===== src/rtl/phy_seq_pkg.sv =====
package phy_seq_pkg;

  typedef enum logic [1:0] {
    FAIL_NONE   = 2'd0,
    FAIL_NO_PHY = 2'd1,
    FAIL_SRST   = 2'd2
  } fail_e;

  typedef enum logic [3:0] {
    ST_RST_ARM,
    ST_RST_HOLD,
    ST_SCAN,
    ST_SCAN_W,
    ST_STAT,
    ST_STAT_W,
    ST_SRST,
    ST_SRST_W,
    ST_SRST_RD,
    ST_SRST_RD_W,
    ST_AN,
    ST_AN_W,
    ST_LINK,
    ST_LINK_W,
    ST_LINK_GAP,
    ST_DONE
  } seq_state_e;

  typedef struct packed {
    logic        wr;
    logic [4:0]  phy;
    logic [4:0]  regn;
    logic [15:0] wdata;
  } mgmt_cmd_t;

  localparam logic [4:0]  REG_CTRL      = 5'd0;
  localparam logic [4:0]  REG_STAT      = 5'd1;
  localparam int          CTRL_RST_BIT  = 15;
  localparam int          STAT_LINK_BIT = 2;
  localparam logic [15:0] CTRL_SRST_VAL = 16'h8000;
  localparam logic [15:0] CTRL_AN_VAL   = 16'h1300;

endpackage


===== src/rtl/phy_ms_timer.sv =====
module phy_ms_timer #(
  parameter int TICK_CYCLES = 50000,
  parameter int MS_W        = 4
) (
  input  logic            clk_i,
  input  logic            rst_ni,
  input  logic            start_i,
  input  logic [MS_W-1:0] ms_i,
  output logic            fire_o
);

  localparam int CYC_W = (TICK_CYCLES < 2) ? 1 : $clog2(TICK_CYCLES);

  logic [CYC_W-1:0] cyc_q;
  logic [MS_W-1:0]  ms_q;
  logic             run_q;
  logic             fire_q;

  always_ff @(posedge clk_i or negedge rst_ni) begin
    if (!rst_ni) begin
      cyc_q  <= '0;
      ms_q   <= '0;
      run_q  <= 1'b0;
      fire_q <= 1'b0;
    end else begin
      fire_q <= 1'b0;
      if (start_i) begin
        cyc_q <= '0;
        ms_q  <= ms_i;
        run_q <= 1'b1;
      end else if (run_q) begin
        if (cyc_q == CYC_W'(TICK_CYCLES - 1)) begin
          cyc_q <= '0;
          if (ms_q <= MS_W'(1)) begin
            run_q  <= 1'b0;
            fire_q <= 1'b1;
          end else begin
            ms_q <= ms_q - MS_W'(1);
          end
        end else begin
          cyc_q <= cyc_q + CYC_W'(1);
        end
      end
    end
  end

  assign fire_o = fire_q;

  // fire is a single pulse; a new window needs a new start
  p_fire_pulse_r8: assert property (@(posedge clk_i) disable iff (!rst_ni)
    fire_q |=> !fire_q);

  p_idle_no_fire_r1: assert property (@(posedge clk_i) disable iff (!rst_ni)
    (!run_q && !start_i) |=> !fire_q);

endmodule


===== src/rtl/phy_mgmt_port.sv =====
module phy_mgmt_port
  import phy_seq_pkg::*;
(
  input  logic        clk_i,
  input  logic        rst_ni,
  input  logic        issue_i,
  input  mgmt_cmd_t   cmd_i,
  output logic        done_o,
  output logic [15:0] rdata_o,
  output logic        req_o,
  output mgmt_cmd_t   cmd_o,
  input  logic        ack_i,
  input  logic [15:0] rdata_i
);

  logic        req_q;
  logic        done_q;
  mgmt_cmd_t   cmd_q;
  logic [15:0] rdata_q;

  always_ff @(posedge clk_i or negedge rst_ni) begin
    if (!rst_ni) begin
      req_q   <= 1'b0;
      done_q  <= 1'b0;
      cmd_q   <= '0;
      rdata_q <= '0;
    end else begin
      done_q <= 1'b0;
      if (!req_q) begin
        if (issue_i) begin
          cmd_q <= cmd_i;
          req_q <= 1'b1;
        end
      end else if (ack_i) begin
        req_q   <= 1'b0;
        done_q  <= 1'b1;
        rdata_q <= rdata_i;
      end
    end
  end

  assign req_o   = req_q;
  assign cmd_o   = cmd_q;
  assign done_o  = done_q;
  assign rdata_o = rdata_q;

  p_req_hold_r10: assert property (@(posedge clk_i) disable iff (!rst_ni)
    (req_q && !ack_i) |=> (req_q && $stable(cmd_q)));

  p_issue_idle_r10: assert property (@(posedge clk_i) disable iff (!rst_ni)
    issue_i |-> !req_q);

endmodule


===== src/rtl/phy_seq_ctrl.sv =====
module phy_seq_ctrl
  import phy_seq_pkg::*;
#(
  parameter int NUM_ADDR    = 32,
  parameter int RST_HOLD_MS = 15,
  parameter int POLL_MS     = 10,
  parameter int SRST_TRIES  = 10,
  parameter int LINK_POLLS  = 500,
  parameter int MS_W        = 4
) (
  input  logic            clk_i,
  input  logic            rst_ni,
  output logic            tmr_start_o,
  output logic [MS_W-1:0] tmr_ms_o,
  input  logic            tmr_fire_i,
  output logic            issue_o,
  output mgmt_cmd_t       cmd_o,
  input  logic            mg_done_i,
  input  logic [15:0]     mg_rdata_i,
  output logic            phy_rst_no,
  output logic            done_o,
  output logic [4:0]      phy_addr_o,
  output logic            link_up_o,
  output fail_e           fail_o,
  output logic            link_timeout_o
);

  localparam int TRY_W  = $clog2(SRST_TRIES + 1);
  localparam int POLL_W = $clog2(LINK_POLLS + 1);

  seq_state_e        state_q, state_d;
  logic [4:0]        addr_q, addr_d;
  logic [TRY_W-1:0]  try_q, try_d;
  logic [POLL_W-1:0] poll_q, poll_d;
  logic              rstn_q, rstn_d;
  logic              done_q, done_d;
  logic              link_q, link_d;
  logic              to_q, to_d;
  fail_e             fail_q, fail_d;

  logic rd_rst_bit, rd_link_bit;
  assign rd_rst_bit  = mg_rdata_i[CTRL_RST_BIT];
  assign rd_link_bit = mg_rdata_i[STAT_LINK_BIT];

  always_comb begin
    state_d     = state_q;
    addr_d      = addr_q;
    try_d       = try_q;
    poll_d      = poll_q;
    rstn_d      = rstn_q;
    done_d      = done_q;
    link_d      = link_q;
    to_d        = to_q;
    fail_d      = fail_q;
    tmr_start_o = 1'b0;
    tmr_ms_o    = '0;
    issue_o     = 1'b0;
    cmd_o       = '0;
    cmd_o.phy   = addr_q;
    unique case (state_q)
      ST_RST_ARM: begin
        tmr_start_o = 1'b1;
        tmr_ms_o    = MS_W'(RST_HOLD_MS);
        state_d     = ST_RST_HOLD;
      end
      ST_RST_HOLD: begin
        if (tmr_fire_i) begin
          rstn_d  = 1'b1;
          state_d = ST_SCAN;
        end
      end
      ST_SCAN: begin
        issue_o    = 1'b1;
        cmd_o.regn = REG_CTRL;
        state_d    = ST_SCAN_W;
      end
      ST_SCAN_W: begin
        if (mg_done_i) begin
          if (!rd_rst_bit) begin
            state_d = ST_STAT;
          end else if (addr_q == 5'(NUM_ADDR - 1)) begin
            fail_d  = FAIL_NO_PHY;
            done_d  = 1'b1;
            state_d = ST_DONE;
          end else begin
            addr_d  = addr_q + 5'd1;
            state_d = ST_SCAN;
          end
        end
      end
      ST_STAT: begin
        issue_o    = 1'b1;
        cmd_o.regn = REG_STAT;
        state_d    = ST_STAT_W;
      end
      ST_STAT_W: begin
        if (mg_done_i) begin
          if (rd_link_bit) begin
            link_d  = 1'b1;
            done_d  = 1'b1;
            state_d = ST_DONE;
          end else begin
            state_d = ST_SRST;
          end
        end
      end
      ST_SRST: begin
        issue_o     = 1'b1;
        cmd_o.wr    = 1'b1;
        cmd_o.regn  = REG_CTRL;
        cmd_o.wdata = CTRL_SRST_VAL;
        state_d     = ST_SRST_W;
      end
      ST_SRST_W: begin
        if (mg_done_i) begin
          try_d   = '0;
          state_d = ST_SRST_RD;
        end
      end
      ST_SRST_RD: begin
        issue_o    = 1'b1;
        cmd_o.regn = REG_CTRL;
        state_d    = ST_SRST_RD_W;
      end
      ST_SRST_RD_W: begin
        if (mg_done_i) begin
          if (!rd_rst_bit) begin
            state_d = ST_AN;
          end else if (try_q == TRY_W'(SRST_TRIES - 1)) begin
            fail_d  = FAIL_SRST;
            done_d  = 1'b1;
            state_d = ST_DONE;
          end else begin
            try_d   = try_q + TRY_W'(1);
            state_d = ST_SRST_RD;
          end
        end
      end
      ST_AN: begin
        issue_o     = 1'b1;
        cmd_o.wr    = 1'b1;
        cmd_o.regn  = REG_CTRL;
        cmd_o.wdata = CTRL_AN_VAL;
        state_d     = ST_AN_W;
      end
      ST_AN_W: begin
        if (mg_done_i) begin
          poll_d  = '0;
          state_d = ST_LINK;
        end
      end
      ST_LINK: begin
        issue_o    = 1'b1;
        cmd_o.regn = REG_STAT;
        state_d    = ST_LINK_W;
      end
      ST_LINK_W: begin
        if (mg_done_i) begin
          if (rd_link_bit) begin
            link_d  = 1'b1;
            done_d  = 1'b1;
            state_d = ST_DONE;
          end else if (poll_q == POLL_W'(LINK_POLLS - 1)) begin
            to_d    = 1'b1;
            done_d  = 1'b1;
            state_d = ST_DONE;
          end else begin
            poll_d      = poll_q + POLL_W'(1);
            tmr_start_o = 1'b1;
            tmr_ms_o    = MS_W'(POLL_MS);
            state_d     = ST_LINK_GAP;
          end
        end
      end
      ST_LINK_GAP: begin
        if (tmr_fire_i) state_d = ST_LINK;
      end
      default: state_d = ST_DONE;
    endcase
  end

  always_ff @(posedge clk_i or negedge rst_ni) begin
    if (!rst_ni) begin
      state_q <= ST_RST_ARM;
      addr_q  <= '0;
      try_q   <= '0;
      poll_q  <= '0;
      rstn_q  <= 1'b0;
      done_q  <= 1'b0;
      link_q  <= 1'b0;
      to_q    <= 1'b0;
      fail_q  <= FAIL_NONE;
    end else begin
      state_q <= state_d;
      addr_q  <= addr_d;
      try_q   <= try_d;
      poll_q  <= poll_d;
      rstn_q  <= rstn_d;
      done_q  <= done_d;
      link_q  <= link_d;
      to_q    <= to_d;
      fail_q  <= fail_d;
    end
  end

  assign phy_rst_no     = rstn_q;
  assign done_o         = done_q;
  assign phy_addr_o     = addr_q;
  assign link_up_o      = link_q;
  assign fail_o         = fail_q;
  assign link_timeout_o = to_q;

  p_fail_terminal_r3: assert property (@(posedge clk_i) disable iff (!rst_ni)
    (fail_q != FAIL_NONE) |-> done_q);

  p_tries_bound_r6: assert property (@(posedge clk_i) disable iff (!rst_ni)
    try_q < TRY_W'(SRST_TRIES));

  p_link_clean_r8: assert property (@(posedge clk_i) disable iff (!rst_ni)
    link_q |-> (done_q && fail_q == FAIL_NONE && !to_q));

  p_timeout_excl_r9: assert property (@(posedge clk_i) disable iff (!rst_ni)
    to_q |-> (!link_q && fail_q == FAIL_NONE));

  p_done_sticky_r4: assert property (@(posedge clk_i) disable iff (!rst_ni)
    done_q |=> (done_q && $stable(addr_q)));

endmodule


===== src/rtl/phy_bringup_seq.sv =====
module phy_bringup_seq
  import phy_seq_pkg::*;
#(
  parameter int CLK_FREQ_HZ  = 50_000_000,
  parameter int TIME_DIV     = 1,
  parameter int NUM_ADDR     = 32,
  parameter int RST_HOLD_MS  = 15,
  parameter int POLL_MS      = 10,
  parameter int LINK_WAIT_MS = 5000,
  parameter int SRST_TRIES   = 10
) (
  input  logic        clk_i,
  input  logic        rst_ni,
  output logic        phy_rst_no,
  output logic        mgmt_req_o,
  output logic        mgmt_wr_o,
  output logic [4:0]  mgmt_phy_o,
  output logic [4:0]  mgmt_reg_o,
  output logic [15:0] mgmt_wdata_o,
  input  logic        mgmt_ack_i,
  input  logic [15:0] mgmt_rdata_i,
  output logic        done_o,
  output logic [4:0]  phy_addr_o,
  output logic        link_up_o,
  output logic [1:0]  fail_o,
  output logic        link_timeout_o
);

  localparam int TICK_RAW    = CLK_FREQ_HZ / 1000 / TIME_DIV;
  localparam int TICK_CYCLES = (TICK_RAW < 1) ? 1 : TICK_RAW;
  localparam int POLLS_RAW   = LINK_WAIT_MS / POLL_MS;
  localparam int LINK_POLLS  = (POLLS_RAW < 1) ? 1 : POLLS_RAW;
  localparam int MS_MAX      = (RST_HOLD_MS > POLL_MS) ? RST_HOLD_MS : POLL_MS;
  localparam int MS_W        = $clog2(MS_MAX + 1);

  logic            tmr_start, tmr_fire;
  logic [MS_W-1:0] tmr_ms;
  logic            issue, mg_done;
  mgmt_cmd_t       cmd_new, cmd_bus;
  logic [15:0]     mg_rdata;
  fail_e           fail;

  phy_ms_timer #(
    .TICK_CYCLES(TICK_CYCLES),
    .MS_W       (MS_W)
  ) u_timer (
    .clk_i  (clk_i),
    .rst_ni (rst_ni),
    .start_i(tmr_start),
    .ms_i   (tmr_ms),
    .fire_o (tmr_fire)
  );

  phy_mgmt_port u_port (
    .clk_i  (clk_i),
    .rst_ni (rst_ni),
    .issue_i(issue),
    .cmd_i  (cmd_new),
    .done_o (mg_done),
    .rdata_o(mg_rdata),
    .req_o  (mgmt_req_o),
    .cmd_o  (cmd_bus),
    .ack_i  (mgmt_ack_i),
    .rdata_i(mgmt_rdata_i)
  );

  phy_seq_ctrl #(
    .NUM_ADDR   (NUM_ADDR),
    .RST_HOLD_MS(RST_HOLD_MS),
    .POLL_MS    (POLL_MS),
    .SRST_TRIES (SRST_TRIES),
    .LINK_POLLS (LINK_POLLS),
    .MS_W       (MS_W)
  ) u_ctrl (
    .clk_i         (clk_i),
    .rst_ni        (rst_ni),
    .tmr_start_o   (tmr_start),
    .tmr_ms_o      (tmr_ms),
    .tmr_fire_i    (tmr_fire),
    .issue_o       (issue),
    .cmd_o         (cmd_new),
    .mg_done_i     (mg_done),
    .mg_rdata_i    (mg_rdata),
    .phy_rst_no    (phy_rst_no),
    .done_o        (done_o),
    .phy_addr_o    (phy_addr_o),
    .link_up_o     (link_up_o),
    .fail_o        (fail),
    .link_timeout_o(link_timeout_o)
  );

  assign fail_o       = fail;
  assign mgmt_wr_o    = cmd_bus.wr;
  assign mgmt_phy_o   = cmd_bus.phy;
  assign mgmt_reg_o   = cmd_bus.regn;
  assign mgmt_wdata_o = cmd_bus.wdata;

  p_quiet_in_reset_r1: assert property (@(posedge clk_i) disable iff (!rst_ni)
    !phy_rst_no |-> !mgmt_req_o);

  p_no_write_on_scan_r2: assert property (@(posedge clk_i) disable iff (!rst_ni)
    (mgmt_req_o && mgmt_wr_o) |-> (mgmt_reg_o == REG_CTRL));

endmodule


===== config.mk =====
export PLATFORM = sky130hd
export DESIGN_NAME = phy_bringup_seq
export DESIGN_NICKNAME = d
export VERILOG_FILES = /design/src/rtl/phy_seq_pkg.sv /design/src/rtl/phy_ms_timer.sv /design/src/rtl/phy_mgmt_port.sv /design/src/rtl/phy_seq_ctrl.sv /design/src/rtl/phy_bringup_seq.sv
export SDC_FILE = /design/constraint.sdc
export NUM_CORES = 1
export LEC_CHECK = 0
export ABC_CLOCK_PERIOD_IN_PS = 2000
export BUFFER_PORTS_ARGS = -buffer_cell sky130_fd_sc_hd__buf_2
export CORE_ASPECT_RATIO = 0.9
export CORE_MARGIN = 2
export CORE_UTILIZATION = 52
export CTS_CLUSTER_DIAMETER = 80
export DETAILED_ROUTE_END_ITERATION = 7
export PLACE_DENSITY = 0.76
export SLEW_MARGIN = 25
export SYNTH_ARGS = -nofsm -noshare
export SYNTH_HDL_FRONTEND = slang
export SYNTH_SLANG_ARGS = --single-unit

===== constraint.sdc =====
create_clock -name clk_i -period 2 [get_ports clk_i]
set_clock_uncertainty 0.2 [all_clocks]
set_input_delay 0.2 -clock clk_i [delete_from_list [all_inputs] [get_ports clk_i]]
set_output_delay 0.2 -clock clk_i [all_outputs]
set_load 0.02 [all_outputs]

Yosys cells after proc, flatten, opt, wreduce, memory -nomap -nowiden
Index checks and enable logic that the tools add are counted.
W data, S select, Z words.

storage, ports and cells
  register bits after elaboration = 95
  input bits = 19

cells by class
  add/subtract/negate cells = 5
  multiplexer cells = 77
  eq/ne operators = 36
  $lt $le $gt $ge = 1
  reduce and logical (&&, ||, !) cells = 23
  bitwise operators = 3

operator list
  cell                     number
  $mux W4                  23
  $pmux W4 S15             1
  $mux W16                 3
  $mux W9                  4
  $eq A4 B4 Y1 const B     8
  $pmux W16 S2             1
  $mux W1                  31
  $ne A2 B2 Y1 const B     15
  $pmux W9 S2              1
  $add A16 B1 Y16 const B  1
  $eq A16 B16 Y1 const B   1
  $eq A4 B3 Y1 const B     4
  $pmux W4 S2              2
  $mux W2                  6
  $reduce_and A11 Y1       1
  $reduce_and A5 Y1        2
  $reduce_bool A2 Y1       5
  $add A9 B1 Y9 const B    1
  $eq A9 B9 Y1 const B     1
  $eq A4 B2 Y1 const B     2
  $reduce_and A4 Y1        2
  $reduce_and A8 Y1        1
  $reduce_and A7 Y1        1
  $mux W3                  2
  other kinds (18)         26

Longest topological paths before layout
Gate-level depths: netlist (run 1).

  word-level depth = 7
  mapped depth = 8
  mapped depth without buffers = 8

Cells and area by module
Synthesis (run 1) repeated with hierarchy kept, for this count alone.

second synthesis, totals
  cell total of the unflattened synthesis = 449
  area, all modules = 4952.2 um^2

modules (own cells, without submodules)
  module         cells each  instances  area each (um^2)
  phy_seq_ctrl   219         1          1944.4
  phy_mgmt_port  96          1          1761.7
  phy_ms_timer   134         1          1246.2

Worst setup path after synthesis (run 1)
No wires, ideal clock.

  kind = reg-to-reg
  start point = register u_ctrl.poll_q[0]
  end point = register u_ctrl.poll_q[7]
  clock period less this slack = 2.070 ns
  library setup time = 0.078 ns
  data required time = 1.722 ns
  stages on the path, launching flop included = 7
  path slack = -0.070 ns
  data arrival time = 1.792 ns
  cell sequence = dfrtp_1 -> ha_1 -> and4bb_1 -> a21oi_2 -> o21ai_2 -> or4_1 -> a21oi_1

on the way
  word-level cells in the longest chain between the ends = 5

ends and longest elaborated chain
  item                      line                 RTL
  start: declaration        phy_seq_ctrl.sv:34   logic [POLL_W-1:0] poll_q, poll_d;
  start signal: assignment  phy_seq_ctrl.sv:197  poll_q <= poll_d;
  $add A9 B1 Y9             phy_seq_ctrl.sv:168  poll_d = poll_q + POLL_W'(1);
  $mux W9                   phy_seq_ctrl.sv:163  end else if (poll_q == POLL_W'(LINK_POLLS - 1)) begin
  $mux W9                   phy_seq_ctrl.sv:159  if (rd_link_bit) begin
  $mux W9                   phy_seq_ctrl.sv:158  if (mg_done_i) begin
  $pmux W9 S2               phy_seq_ctrl.sv:60   unique case (state_q)

Parallel ways exist; a longest one is shown, timed or not. The select of a mux whose other input is x is not followed.
A chain may end at the register's enable or synchronous reset.

Worst setup path after layout (run 1)
  start point = register u_ctrl.poll_q[0]
  end point = register u_timer.cyc_q[12]

on the way
  word-level cells in the longest chain between the ends = 6

ends and longest elaborated chain
  item                                            line                 RTL
  $eq A9 B9 Y1 *                                  phy_seq_ctrl.sv:163
  $mux W1 *                                       phy_seq_ctrl.sv:163
  $mux W1 *                                       phy_seq_ctrl.sv:159
  $mux W1 *                                       phy_seq_ctrl.sv:158
  $pmux W1 S2 *                                   phy_seq_ctrl.sv:60
  $mux W16 or $reduce_bool A2 Y1 (tied branches)  --
  end signal: assignment                          phy_ms_timer.sv:41   cyc_q <= cyc_q + CYC_W'(1);
  end: declaration                                phy_ms_timer.sv:14   logic [CYC_W-1:0] cyc_q;

Every way passes the cells marked *; elsewhere a longest branch is shown, timed or not.

==> flow_summary.ini, run 1 <==
[outcome]
status = finished, violations left
violations = setup timing

[timing]
post-route-period-util = 1.048
setup_ws_ns = -0.09699
tns_ns = -0.4388
max_freq_mhz = 476.9
rsz0062_at_grt = yes
period_needed_ns = 2.097
setup_viol = 9
hold_viol_final = 0
drv_slew = 0

[clocking]
cts-buffers-inserted = 9
root_buffer = clkbuf_8
cts_tree = done
clk_pin_slew_ns = 0.07
clock_latency_ns = 0.35
htree_levels = 3
cts.sinks = 63
clock_path_buffers = 2

[setup_path]
setup.worst_path.end_class = register
path_class = reg -> reg
arrival_ns = 2.13
cp_num_buf_inv = 1
rrSetupSlack_ns = -0.1
cpPeakStageDelay_ns = 0.38
cp_slowest_cell = dfrtp_1
worstPathRequired_ns = 2.04
path_cells = ha_2 > and4bb_2 > a211o_4 > buf_12 > a211oi_4 > xnor2_1 > nor2_1
critical-path-top-delay-family = compound AO/OA/AOI/OAI gates
startpoint_type = register
worstPathMaxFanout = 4

[power]
pwr-share-comb = 0.037
p_clk_frac = 0.446
seq_power_share = 0.517
power_density_nw_per_um2 = 515.5
internal-power_w = 0.001907
total_power_w = 0.002491
swShare = 0.2344
ir_drop_mv = 0.5038
power_leakage_nw = 2.236
net-switching-power_w = 0.0005838

[grt]
grt_overflow = 0
grt_pass1_wl_mm = 15.43
antenna_found_initial = 0
grt_pass1_vias = 3270
grt_usage = 0.2505
grt_max_degree = 64

[drt]
drc = 0
drt_iter0_markers = 276
ant_nets = 0
vias_per_cell = 5.791
dr.pass1.iters = 6
routed_wl_mm = 9.865
wire_per_inst_um = 16.86
vias = 3388

[logic_synthesis]
syn_avg_cell_area_um2 = 9.464
synth_edf_count = 0
yosysSeqAreaShare = 0.4250
yosysUniqueCellTypes = 68
synthFlopType = dfrtp_1
netlist_instances = 392
synth_area_um2 = 3710
yosys_register_bits = 63
yosysWarnings = 0
async_reset_ff_frac = 1.000

[floorplan]
io_pins = 58
rows = 29
die_x_um = 93.04
coreArea_um2 = 6967
dieArea_um2 = 7827
dieHeight_um = 84.13
initial_core_util = 0.5325

[layout]
drive_gt1_frac = 0.3638
fin_area_um2 = 4832
area_delta_synth_final_pct = 30.25
n_antenna_cell = 0
fin_nets = 514

[job]
cap_violations = 0

[placement]
portBuffers = 27
hpwl_mm = 6.193
dpl_cell_area_um2 = 4277
place.gp.congestion = 0.9113

[worst_hold_path]
hold_path.class = in -> async
==> cells in the mapped netlist (3+ instances only) <==
| library cell | instances | share of area |
|---|---|---|
| dfrtp_1 | 63 | 0.42 |
| nand2_1 | 41 | 0.041 |
| buf_4 | 23 | 0.047 |
| a21oi_1 | 20 | 0.027 |
| o21ai_0 | 20 | 0.027 |
| nor2_1 | 19 | 0.019 |
| nand3_1 | 18 | 0.024 |
| inv_1 | 14 | 0.014 |
| xnor2_1 | 12 | 0.028 |
| nand4_1 | 11 | 0.019 |
| nor3_1 | 11 | 0.015 |
| buf_2 | 9 | 0.012 |
| mux2_2 | 9 | 0.027 |
| and3_1 | 8 | 0.013 |
| ha_1 | 8 | 0.027 |
| nand2b_1 | 8 | 0.013 |
| o211ai_1 | 8 | 0.016 |
| clkbuf_1 | 5 | 0.0051 |
| a21o_1 | 4 | 0.0081 |
| or3_1 | 4 | 0.0067 |
| xor2_1 | 4 | 0.0094 |
| a211oi_2 | 3 | 0.010 |
| and4_1 | 3 | 0.0071 |
| nor2b_1 | 3 | 0.0051 |
| o21ai_1 | 3 | 0.0040 |
| o22ai_1 | 3 | 0.0051 |
| o31ai_1 | 3 | 0.0061 |
| or4_1 | 3 | 0.0061 |
==> through the flow <==
step / worst slack, ns / utilization / hold slack [ns] / cells
floorplan: -0.008362 / - / -0.2956 / 407
global placement: -0.02960 / 0.6139 / 0.03716 / 551
detailed placement: -0.09131 / 0.6139 / 0.03582 / 551
CTS: -0.09216 / 0.6611 / 0.2030 / 576
global route: -0.1642 / 0.6936 / 0.2287 / 585
finish: -0.09699 / 0.6936 / 0.1897 / 585
==> path summary, 6_finish.rpt <==
check	start	endpoint	cells after the start
min in group clk_i	u_ctrl.phy_rst_no$_DFFE_PN0P_	u_ctrl.phy_rst_no$_DFFE_PN0P_	1
max	u_ctrl.poll_q[0]$_DFFE_PN0P_	u_timer.cyc_q[12]$_DFFE_PN0P_	7
min	rst_ni	u_ctrl.try_q[3]$_DFFE_PN0P_	3
min reg2reg	u_ctrl.phy_rst_no$_DFFE_PN0P_	u_ctrl.phy_rst_no$_DFFE_PN0P_	1
max reg2reg	u_ctrl.poll_q[0]$_DFFE_PN0P_	u_timer.cyc_q[12]$_DFFE_PN0P_	7
max in group asynchronous	rst_ni	u_ctrl.poll_q[3]$_DFFE_PN0P_	3
==> cell type report <==
type	instances	area (um2)
Inverter	15	56.30
Tap cell	93	116.4
Clock buffer	12	145.1
Fill cell	525	2135
Clock inverter	4	45.04
Timing Repair Buffer	109	817.0
Multi-Input combinational cell	289	2073
Sequential cell	63	1579
==> metal layers <==
metal / GRT usage / up-vias / share of wire / wire length (um)
met3: 0.06822 / 19 / 0.071 / 699
met2: 0.4150 / 138 / 0.50 / 4963
met1: 0.3230 / 1663 / 0.41 / 4017
met4: 0.07487 / 0 / 0.019 / 185
li1: - / 1568 / - / -
met5: 0 / - / 0 / 0
==> flip-flops by register name, summed over array words and instances, names as in the netlist <==
name,count
u_timer.cyc_q,16
u_port.cmd_o,9
u_ctrl.link_up_o,1
u_timer.ms_q,4
u_ctrl.link_timeout_o,1
u_ctrl.state_q,4
u_port.req_o,1
u_timer.fire_o,1
u_ctrl.fail_o,2
u_ctrl.done_o,1
u_ctrl.phy_addr_o,5
u_ctrl.phy_rst_no,1
u_ctrl.try_q,4
u_port.done_o,1
u_port.rdata_o,2
u_timer.run_q,1
u_ctrl.poll_q,9
==> worst min-delay path, delay by kind of cell <==
kind / cells / cell delay (ns)
buffers and inverters: 3 / 0.94
==> power groups by stage <==
stage,logic [W],registers (W),clock network [W]
5_1_grt,0.000103,0.00129,0.00118
3_5_place_dp,0.0000868,0.00131,0
6_report,0.0000930,0.00129,0.00111
4_1_cts,0.0000934,0.00129,0.00112
3_3_place_gp,0.0000853,0.00131,0
2_1_floorplan,0.0000672,0.00131,0
==> what timing repair did <==
item                                    4_1_cts  5_1_grt
endpoints found under the setup margin       12       37
gates resized for setup                      14       35
hold buffers                                  4        0
hold endpoints to repair                     67        0
pin swaps                                     8       12
buffers inserted                              5        9
==> logic make-up after synthesis <==
logic type                 Yosys count  share of synthesized area
xor gates and xnor gates            16                    0.03777
buffers and inverters               55                    0.08398
AOI/OAI and AO/OA                   91                     0.1747
DFF                                 63                     0.4250
adders and majority gates            8                    0.02698
muxes                               10                    0.03002
other                                1                   0.001011
and+or+nand+nor                    148                     0.2206
==> layout by cell type, fill, tap and decap left out, drive strengths merged, types with 9 or more instances in the layout <==
cell,n
clkbuf,12
a21oi,21
dfrtp,63
nand4,11
nor3,12
o21ai,25
buf,105
xnor2,12
mux2,9
conb,16
nand2,41
inv,15
nor2,21
nand3,18
(Power assumes the default switching activity.)
==> inputs of run 2 (changes only) <==
ABC_AREA = 1   (was unset)
==> run 2 against run 1 <==
Critical endpoint is now u_ctrl.phy_addr_o[1]$_DFFE_PN0P_. Fmax up 11%. Flip-flop and latch count unchanged. Via count down 0.44%. Synthesized cell count up 34%. The flow now finishes without violations. Register-to-register slack better by 0.20 ns. Power up 9.9%.
==> flow_summary.ini, run 2 <==
[outcome]
status = finished, final reports clean

[timing]
setup_ws_ns = 0.1035
worstMarginPinSlew_ns = 0.5420
slew_headroom = 0.6387
setup_viol = 0
max_freq_mhz = 527.3
post-route-period-util = 0.9482
drv_slew = 0
period_needed_ns = 1.896
hold_viol_final = 0

[logic_synthesis]
synth_most_common_cell = nand2_1
synth_top_area_frac = 0.4122
synth_edf_count = 0
async_reset_ff_frac = 1.000
yosys_register_bits = 63
synth_area_um2 = 3825
yosys-top-cells-count = nand2_1, nor2_1, dfrtp_1, inv_1, nand3_1
yosysUniqueCellTypes = 35
synth.area.top_cells = dfrtp_1, nand2_1, nor2_1
netlist_instances = 524
syn_avg_cell_area_um2 = 7.299
yosysSeqAreaShare = 0.4122
synthFlopType = dfrtp_1
yosysWarnings = 0
synth_top_area_cell = dfrtp_1

[power]
seq_power_share = 0.470
power_leakage_nw = 2.290
internal-power_w = 0.002160
pwr-share-comb = 0.030
ir_drop_mv = 0.4425
p_clk_frac = 0.500
net-switching-power_w = 0.0005779
power_density_nw_per_um2 = 623.3
swShare = 0.2111

[setup_path]
cp_slowest_cell = dfrtp_1
startpoint_type = register
path_cells = ha_1 > inv_1 > nor3_2 > ha_2 > inv_1 > nand4_1 > buf_4 > mux2_2
endpoint = u_ctrl.phy_addr_o[1]$_DFFE_PN0P_
arrival_ns = 1.93
path_class = reg -> reg
rr_endpoint = u_ctrl.phy_addr_o[1]$_DFFE_PN0P_
rrSetupSlack_ns = 0.10
crit_start = u_ctrl.phy_addr_o[1]$_DFFE_PN0P_
critical-path-top-delay-family = adder cells
cpPeakStageDelay_ns = 0.37
critPathMostFrequentCell = inv_1
reg2reg_depth = 8
cp.depth = 8
worstPathMaxFanout = 6
worstPathRequired_ns = 2.04
cp_num_buf_inv = 3
setup.worst_path.end_class = register
reg2reg_from = u_ctrl.phy_addr_o[1]$_DFFE_PN0P_

[floorplan]
die_x_um = 94.41
coreArea_um2 = 7076
initial_core_util = 0.5406
io_pins = 58
dieHeight_um = 85.37
dieArea_um2 = 8059
rows = 29

[clocking]
root_buffer = clkbuf_8
cts-buffers-inserted = 9
postCtsSetupBuffers = 0
cts.sinks = 63
clock_latency_ns = 0.35
cts_tree = done
clk_pin_slew_ns = 0.07
clock_path_buffers = 2
htree_levels = 3

[drt]
routed_wl_mm = 8.171
top_layer_used = met4
wl_met1_mm = 3.876
ant_nets = 0
vias_per_cell = 5.042
drt_iter0_markers = 168
vias = 3373
wl_met2_mm = 3.772
dr.pass1.iters = 4
drc = 0
met3_length_um = 402
wire_per_inst_um = 12.21

[layout]
fin_nets = 598
drive_gt1_frac = 0.1493
final_common_cell = nand2_1
mostFrequentLayoutCells = nand2_1, nor2_1, dfrtp_1, inv_1, nand3_1
largest_reg_flops = 16
final_cells = 669
n_antenna_cell = 0
regMostFlops = u_timer.cyc_q
area_delta_synth_final_pct = 14.82

[placement]
portBuffers = 27
place.gp.congestion = 0.8766
dpl.cell_count = 649
hpwl_mm = 6.146
pre_cts_ws_ns = 0.06386

[job]
cap_violations = 0

[grt]
grt_usage = 0.2236
grt_max_degree = 24
grt_pass1_wl_mm = 14.29
antenna_found_initial = 0
grt_pass1_vias = 3192
grt_overflow = 0

[worst_hold_path]
hold_path.class = in -> async
[run 2: changes by cell type after synthesis, sizes merged, moves of 9 or more]
cell / previous run / this run
nand2: 41 / 170
xnor2: 12 / 3
xor2: 4 / 15
a21oi: 21 / 6
inv: 15 / 54
nor2: 21 / 70
nand3: 18 / 34
[run 2: metal layers]
layer,vias up,global-route usage
met5,-,0
met1,1569,0.3091
met2,76,0.3526
met4,0,0.07246
li1,1719,-
met3,9,0.04707
[run 2: what timing repair did]
item                                   4_1_cts  5_1_grt
setup endpoints to repair                    0       14
endpoints found under the hold margin       23        0
hold buffers                                 4        0
resized for setup                            0        7
[run 2: through the flow]
stage          area [um2]  hold slack [ns]    util  setup TNS, ns  power (W)
5_1_grt              4392           0.2288  0.6207    -0.00004707   0.002822
3_5_place_dp         4088          0.01636  0.5777              0   0.001388
4_1_cts              4374           0.1790  0.6182              0   0.002766
2_1_floorplan        3881          -0.2956       -              0   0.001369
6_report             4392           0.1728  0.6207              0   0.002737
3_3_place_gp         4088          0.01100  0.5777              0   0.001387
[run 2: how the worst min path moves through the flow]
| stage | slack (ns) | depth (start not counted) | from | endpoint |
|---|---|---|---|---|
| 2_1_floorplan | -0.30 | 0 | rst_ni | u_ctrl.done_o$_DFFE_PN0P_ |
| 4_1_cts | 0.18 | 2 | rst_ni | u_ctrl.poll_q[2]$_DFFE_PN0P_ |
| 3_5_place_dp | 0.02 | 1 | rst_ni | u_ctrl.poll_q[3]$_DFFE_PN0P_ |
| 6_report | 0.17 | 2 | rst_ni | u_ctrl.poll_q[2]$_DFFE_PN0P_ |
| 5_1_grt | 0.23 | 2 | rst_ni | u_ctrl.poll_q[2]$_DFFE_PN0P_ |
| 3_3_place_gp | 0.01 | 1 | rst_ni | u_ctrl.poll_q[4]$_DFFE_PN0P_ |
[run 2: kinds of logic after synthesis]
group | count (synthesis) | share of synthesized area
compound gates | 48 | 0.06935
xor+xnor | 18 | 0.04122
buf+inv | 82 | 0.1073
other cells | 1 | 0.0009804
fa+ha+maj | 8 | 0.02617
flops | 63 | 0.4122
simple gates | 301 | 0.3346
mux | 3 | 0.008178
[run 2: cell type report]
class | instances | area, um2
fill | 657 | 2684
multi-input combinational | 394 | 1909
sequential | 63 | 1577
timing repair buffer | 49 | 335.3
inverter | 54 | 207.7
clock buffer | 11 | 141.4
tap | 93 | 116.4
clock inverter | 5 | 105.1
[run 2: worst register-to-register path: stages, from the launching register on]
cell     delay [ns]
dfrtp_1        0.37
ha_1           0.16
inv_1          0.06
nor3_2         0.11
ha_2           0.23
inv_1          0.07
nand4_1        0.09
buf_4          0.16
mux2_2         0.33
[run 2: power groups by stage]
| stage | clock, W | sequential (W) | combinational, W |
|---|---|---|---|
| floorplan | 0 | 0.00131 | 0.0000598 |
| global route | 0.00144 | 0.00129 | 0.0000941 |
| detailed placement | 0 | 0.00131 | 0.0000772 |
| finish | 0.00137 | 0.00129 | 0.0000819 |
| CTS | 0.00140 | 0.00129 | 0.0000835 |
| global placement | 0 | 0.00131 | 0.0000767 |
